$ cat src/rtl/moesi_pkg.sv
package moesi_pkg;
  typedef enum logic [2:0] {
    ST_I = 3'd0,
    ST_S = 3'd1,
    ST_E = 3'd2,
    ST_O = 3'd3,
    ST_M = 3'd4
  } line_st_e;

  typedef enum logic [2:0] {
    OP_NONE = 3'd0,
    OP_RD   = 3'd1,
    OP_RDX  = 3'd2,
    OP_INV  = 3'd3,
    OP_WB   = 3'd4
  } bus_op_e;

  function automatic logic st_dirty(line_st_e s);
    return (s == ST_M) || (s == ST_O);
  endfunction
endpackage

$ cat src/rtl/moesi_tag_array.sv
module moesi_tag_array
  import moesi_pkg::*;
#(
  parameter int IDX_W = 2,
  parameter int TAG_W = 10
) (
  input  logic             clk_i,
  input  logic             rst_ni,
  input  logic [IDX_W-1:0] a_idx_i,
  output logic [TAG_W-1:0] a_tag_o,
  output line_st_e         a_st_o,
  input  logic [IDX_W-1:0] b_idx_i,
  output logic [TAG_W-1:0] b_tag_o,
  output line_st_e         b_st_o,
  input  logic             snp_we_i,
  input  line_st_e         snp_st_i,
  input  logic             own_we_i,
  input  logic             own_tag_we_i,
  input  logic [TAG_W-1:0] own_tag_i,
  input  line_st_e         own_st_i
);
  localparam int LINES = 1 << IDX_W;

  line_st_e         st_q  [LINES];
  logic [TAG_W-1:0] tag_q [LINES];

  // snoop write wins; the bus never grants own and snooped traffic together
  always_ff @(posedge clk_i or negedge rst_ni) begin
    if (!rst_ni) begin
      for (int i = 0; i < LINES; i++) begin
        st_q[i]  <= ST_I;
        tag_q[i] <= '0;
      end
    end else begin
      for (int i = 0; i < LINES; i++) begin
        if (snp_we_i && (b_idx_i == IDX_W'(i))) begin
          st_q[i] <= snp_st_i;
        end else if (own_we_i && (a_idx_i == IDX_W'(i))) begin
          st_q[i] <= own_st_i;
          if (own_tag_we_i) tag_q[i] <= own_tag_i;
        end
      end
    end
  end

  assign a_tag_o = tag_q[a_idx_i];
  assign a_st_o  = st_q[a_idx_i];
  assign b_tag_o = tag_q[b_idx_i];
  assign b_st_o  = st_q[b_idx_i];
endmodule

$ cat src/rtl/moesi_snoop_resp.sv
module moesi_snoop_resp
  import moesi_pkg::*;
(
  input  logic     valid_i,
  input  bus_op_e  op_i,
  input  logic     match_i,
  input  line_st_e st_i,
  output logic     we_o,
  output line_st_e nxt_o,
  output logic     shared_o,
  output logic     supply_o
);
  always_comb begin
    we_o     = 1'b0;
    nxt_o    = st_i;
    shared_o = 1'b0;
    supply_o = 1'b0;
    if (valid_i && match_i) begin
      unique case (op_i)
        OP_RD: begin
          shared_o = 1'b1;
          supply_o = st_dirty(st_i);
          if (st_i == ST_M) begin
            we_o  = 1'b1;
            nxt_o = ST_O;
          end else if (st_i == ST_E) begin
            we_o  = 1'b1;
            nxt_o = ST_S;
          end
        end
        OP_RDX, OP_INV: begin
          supply_o = st_dirty(st_i);
          we_o     = 1'b1;
          nxt_o    = ST_I;
        end
        default: ;
      endcase
    end
  end
endmodule

$ cat src/rtl/moesi_line_ctrl.sv
module moesi_line_ctrl
  import moesi_pkg::*;
#(
  parameter int ADDR_W = 16,
  parameter int OFF_W  = 4,
  parameter int IDX_W  = 2
) (
  input  logic              clk_i,
  input  logic              rst_ni,
  input  logic              req_valid_i,
  input  logic              req_write_i,
  input  logic [ADDR_W-1:0] req_addr_i,
  output logic              hit_o,
  output logic              miss_o,
  output logic              stall_o,
  output logic              bus_req_o,
  output logic [2:0]        bus_op_o,
  output logic [ADDR_W-1:0] bus_addr_o,
  input  logic              bus_gnt_i,
  input  logic              bus_shared_i,
  input  logic              snp_valid_i,
  input  logic [2:0]        snp_op_i,
  input  logic [ADDR_W-1:0] snp_addr_i,
  output logic              snp_shared_o,
  output logic              snp_supply_o
);
  localparam int TAG_W = ADDR_W - IDX_W - OFF_W;

  typedef enum logic [1:0] {F_IDLE, F_WB, F_FILL, F_UPG} fsm_e;

  fsm_e fsm_q, fsm_d;

  logic [IDX_W-1:0] req_idx, snp_idx;
  logic [TAG_W-1:0] req_tag, snp_tag, a_tag, b_tag;
  line_st_e         a_st, b_st, snp_nxt, own_st;
  logic             a_match, snp_match, snp_we;
  logic             own_we, own_tag_we;
  bus_op_e          op_d;
  logic             unused_off;

  assign req_idx = req_addr_i[OFF_W +: IDX_W];
  assign req_tag = req_addr_i[ADDR_W-1 -: TAG_W];
  assign snp_idx = snp_addr_i[OFF_W +: IDX_W];
  assign snp_tag = snp_addr_i[ADDR_W-1 -: TAG_W];
  assign unused_off = ^{req_addr_i[OFF_W-1:0], snp_addr_i[OFF_W-1:0]};

  moesi_tag_array #(
    .IDX_W(IDX_W),
    .TAG_W(TAG_W)
  ) u_array (
    .clk_i        (clk_i),
    .rst_ni       (rst_ni),
    .a_idx_i      (req_idx),
    .a_tag_o      (a_tag),
    .a_st_o       (a_st),
    .b_idx_i      (snp_idx),
    .b_tag_o      (b_tag),
    .b_st_o       (b_st),
    .snp_we_i     (snp_we),
    .snp_st_i     (snp_nxt),
    .own_we_i     (own_we),
    .own_tag_we_i (own_tag_we),
    .own_tag_i    (req_tag),
    .own_st_i     (own_st)
  );

  assign snp_match = (b_st != ST_I) && (b_tag == snp_tag);

  moesi_snoop_resp u_snoop (
    .valid_i  (snp_valid_i),
    .op_i     (bus_op_e'(snp_op_i)),
    .match_i  (snp_match),
    .st_i     (b_st),
    .we_o     (snp_we),
    .nxt_o    (snp_nxt),
    .shared_o (snp_shared_o),
    .supply_o (snp_supply_o)
  );

  assign a_match = (a_st != ST_I) && (a_tag == req_tag);

  always_comb begin
    fsm_d      = fsm_q;
    hit_o      = 1'b0;
    miss_o     = 1'b0;
    bus_req_o  = 1'b0;
    op_d       = OP_NONE;
    bus_addr_o = {req_tag, req_idx, {OFF_W{1'b0}}};
    own_we     = 1'b0;
    own_tag_we = 1'b0;
    own_st     = ST_I;
    unique case (fsm_q)
      F_IDLE: begin
        // a snoop in flight goes first
        if (req_valid_i && !snp_valid_i) begin
          if (a_match) begin
            if (!req_write_i || a_st == ST_M) begin
              hit_o = 1'b1;
            end else if (a_st == ST_E) begin
              hit_o  = 1'b1;
              own_we = 1'b1;
              own_st = ST_M;
            end else begin
              fsm_d = F_UPG;
            end
          end else begin
            miss_o = 1'b1;
            fsm_d  = st_dirty(a_st) ? F_WB : F_FILL;
          end
        end
      end
      F_WB: begin
        if (!st_dirty(a_st)) begin
          fsm_d = F_FILL;
        end else begin
          bus_req_o  = 1'b1;
          op_d       = OP_WB;
          bus_addr_o = {a_tag, req_idx, {OFF_W{1'b0}}};
          if (bus_gnt_i) begin
            own_we = 1'b1;
            own_st = ST_I;
            fsm_d  = F_FILL;
          end
        end
      end
      F_FILL: begin
        bus_req_o = 1'b1;
        op_d      = req_write_i ? OP_RDX : OP_RD;
        if (bus_gnt_i) begin
          own_we     = 1'b1;
          own_tag_we = 1'b1;
          own_st     = req_write_i ? ST_M : (bus_shared_i ? ST_S : ST_E);
          fsm_d      = F_IDLE;
        end
      end
      F_UPG: begin
        if (!(a_match && (a_st == ST_S || a_st == ST_O))) begin
          fsm_d = F_IDLE;
        end else begin
          bus_req_o = 1'b1;
          op_d      = OP_INV;
          if (bus_gnt_i) begin
            own_we = 1'b1;
            own_st = ST_M;
            fsm_d  = F_IDLE;
          end
        end
      end
      default: fsm_d = F_IDLE;
    endcase
  end

  assign bus_op_o = op_d;
  assign stall_o  = req_valid_i && !hit_o;

  always_ff @(posedge clk_i or negedge rst_ni) begin
    if (!rst_ni) fsm_q <= F_IDLE;
    else         fsm_q <= fsm_d;
  end
endmodule


$ cat config.mk
export PLATFORM = sky130hd
export DESIGN_NAME = moesi_line_ctrl
export DESIGN_NICKNAME = d
export VERILOG_FILES = /design/src/rtl/moesi_pkg.sv /design/src/rtl/moesi_tag_array.sv /design/src/rtl/moesi_snoop_resp.sv /design/src/rtl/moesi_line_ctrl.sv
export SDC_FILE = /design/constraint.sdc
export NUM_CORES = 1
export LEC_CHECK = 0
export BUFFER_PORTS_ARGS = -buffer_cell sky130_fd_sc_hd__buf_4
export CAP_MARGIN = 20
export CORE_ASPECT_RATIO = 1.4
export CORE_MARGIN = 5
export CORE_UTILIZATION = 40
export CTS_CLUSTER_DIAMETER = 40
export CTS_CLUSTER_SIZE = 25
export DETAILED_ROUTE_END_ITERATION = 8
export HOLD_SLACK_MARGIN = 0.02
export SYNTH_ARGS = -nofsm -noshare
export SYNTH_HDL_FRONTEND = slang
export SYNTH_SLANG_ARGS = --single-unit
$ cat constraint.sdc
create_clock -name clk_i -period 3.6 [get_ports clk_i]
set_input_delay 0.36 -clock clk_i [delete_from_list [all_inputs] [get_ports clk_i]]
set_output_delay 0.36 -clock clk_i [all_outputs]
set_load 0.05 [all_outputs]
==> results.toml <==
[status]
status = "finished, final reports clean"

[synth]
avgSynthCellArea_um2 = 11.9
async_flop_share = 1.00
synth-main-ff-cell = "dfrtp_1"
synth_cell_types = 58
synth_enable_flop_cells = 0
ys_ff_latch = 54
yosys_warnings = 0
yosysSeqAreaShare = 0.350
syn_inst = 325
syn_area_mm2 = 0.00386

[floorplan]
ios = 67
die-area_mm2 = 0.0117
die_x_um = 93.0
die_h_um = 126
design.core.area_mm2 = 0.00946
start_util = 0.408
rows = 42

[global_route]
grt_pass1_wl_mm = 16.5
grt_max_degree = 55
grt_pass1_vias = 3086
antenna_found_initial = 0
gr-total-overflow = 0
track_usage = 0.179

[route]
wl_per_cell_um = 20.3
viasPerCell = 5.92
wl_mm = 10.0
ant_nets = 0
drc = 0
firstDrtPassIters = 7
drt_iter0_drc = 167
via_count = 2917

[clock_tree]
cts_made_buffers = 5
postCtsSetupRepairBufs = 0
path_clk_slew_ns = 0.07
insertion_delay_ns = 0.30
cts_tree = "yes"
htreeDepth = 2
clock-sinks = 54
postCtsResizedCells = 0
postCtsHoldBufs = 0
cts-root-buf = "clkbuf_16"
clk_path_buf_depth = 2

[sta]
relSlewSlack = 0.251
hold_viol = 0
worst_pin_slew_ns = 1.12
finalCriticalPeriod_ns = 3.31
setup_viol_count_final = 0
finalClockSkew_ns = 0.00798
fmax_ghz = 0.302
finalSetupTns_ns = 0
grt_setup_unrepaired = "no"
period_share = 0.921
slew_violations = 0

[setup_path]
startpoint_type = "input pin"
end_kind = "output pin"
crit_type = "in -> out"
cp_max_fo = 19
cp.required_ns = 3.24
cp_data_arrival_time_ns = 2.95

[final_layout]
drive_above_1_share = 0.407
multi_input_area_mm2 = 0.00237
nets = 424
seqCellArea_mm2 = 0.00135
antenna_cells = 0
syn_to_final_growth_pct = 17.8
nFillCells = 902

[pwr]
ir_drop_uv = 364
leakage_nw = 1.91
power_mw = 2.96
pwr_density_cell_mw_per_mm2 = 652

[placed_design]
gp_congestion = 0.877
hpwl_mm = 7.34
port_buffers = 54

[flow_run]
maxCapViolCount = 0

[min_path]
hold_path.class = "in -> async"
==> logic make-up after synthesis <==
logic type / after synthesis / synth area share
mux: 82 / 0.306
other cells: 1 / 0.000971
buf+inv: 26 / 0.0415
flops: 54 / 0.350
simple gates: 91 / 0.153
xor+xnor: 22 / 0.0499
compound gates: 49 / 0.0985
==> cell usage in the layout (no fill, tap or decap), drive strengths merged, types with 2 or more instances in the layout <==
master and instances:
buf 68, dfrtp 54, mux2 49, nand2 22, mux4 21, xnor2 18, nor2 12, mux2i 12
a21oi 10, nor3 10, nand3 9, a211oi 9, nor4 9, nor2b 6, o21ai 6, inv 6
clkbuf 5, xor2 4, nand2b 4, a31oi 4, conb 4, nand4 3, nand3b 3, and2 2
or3 2, o21a 2, o22ai 2, a31o 2, o211a 2, nor4b 2, clkinv 2, o41ai 2
==> through the flow <==
| stage | setup slack [ns] | cell area, um^2 | utilization | instances | hold WS [ns] |
|---|---|---|---|---|---|
| detailed placement | 0.269 | 4400 | 0.465 | 485 | 0.465 |
| CTS | 0.267 | 4550 | 0.481 | 493 | 0.144 |
| global route | 0.148 | 4550 | 0.481 | 493 | 0.173 |
| floorplan | 0.0473 | 3880 | - | 328 | 0.0644 |
| finish | 0.285 | 4550 | 0.481 | 493 | 0.111 |
| global placement | 0.260 | 4400 | 0.465 | 485 | 0.462 |
==> worst max-delay path: stages <==
cell and delay [ns]:
buf_4 0.32, mux4_2 0.67, nor2_1 0.14, a22oi_1 0.15, or3b_2 0.48, inv_1 0.14
buf_12 0.16, mux2_2 0.33, buf_4 0.19
==> flip-flops by register name, summed over array words and instances, names as in the netlist <==
| signal | cells |
|---|---|
| fsm_q | 2 |
| u_array.st_q | 12 |
| u_array.tag_q | 40 |
==> final cells by class <==
type                            instances  share of cell area
Tap cell                              110              0.0303
Sequential cell                        54               0.297
Inverter                                5             0.00413
Multi-Input combinational cell        248               0.522
Clock buffer                            5              0.0275
Timing Repair Buffer                   68               0.115
Clock inverter                          3             0.00413
==> power by group <==
part / total (mW) / internal [mW] / switching, mW
combinational: 1.36 / 0.709 / 0.656
sequential: 1.11 / 0.887 / 0.222
clock: 0.491 / 0.259 / 0.232
==> cells in the mapped netlist (all sizes together) (5+ instances only) <==
master / count / area share
dfrtp: 54 / 0.35
mux2: 49 / 0.15
nand2: 22 / 0.021
mux4: 21 / 0.12
xnor2: 18 / 0.041
buf: 16 / 0.032
mux2i: 12 / 0.031
nor2: 12 / 0.012
a21oi: 10 / 0.013
nor3: 10 / 0.023
a211oi: 9 / 0.017
nand3: 9 / 0.012
nor4: 9 / 0.030
nor2b: 6 / 0.0097
o21ai: 6 / 0.0078
clkbuf: 5 / 0.0049
inv: 5 / 0.0049
==> worst paths after layout <==
path                                                     from                       endpoint  slack (ns)  cells past startpoint
worst max-delay path                            req_addr_i[4]                  bus_addr_o[7]        0.29                      9
worst min-delay path                                   rst_ni  u_array.tag_q[13]$_DFFE_PN0P_        0.11                      1
worst max register to register    u_array.st_q[1]$_DFFE_PN0P_  u_array.tag_q[35]$_DFFE_PN0P_        0.59                      7
worst min register to register  u_array.tag_q[10]$_DFFE_PN0P_  u_array.tag_q[10]$_DFFE_PN0P_        0.51                      1
max in group asynchronous                              rst_ni  u_array.tag_q[19]$_DFFE_PN0P_        3.00                      1
min in group clk_i                              req_addr_i[9]  u_array.tag_q[23]$_DFFE_PN0P_        0.33                      2
==> routing by layer <==
| metal | global-route usage | up-vias | wire length (um) |
|---|---|---|---|
| met5 | 0 | - | 0 |
| met4 | 0.0578 | 0 | 197 |
| met3 | 0.0310 | 13 | 424 |
| met2 | 0.312 | 74 | 5430 |
| met1 | 0.222 | 1486 | 3980 |
| li1 | - | 1344 | - |
Note: power is estimated with default switching activity, not from simulation.
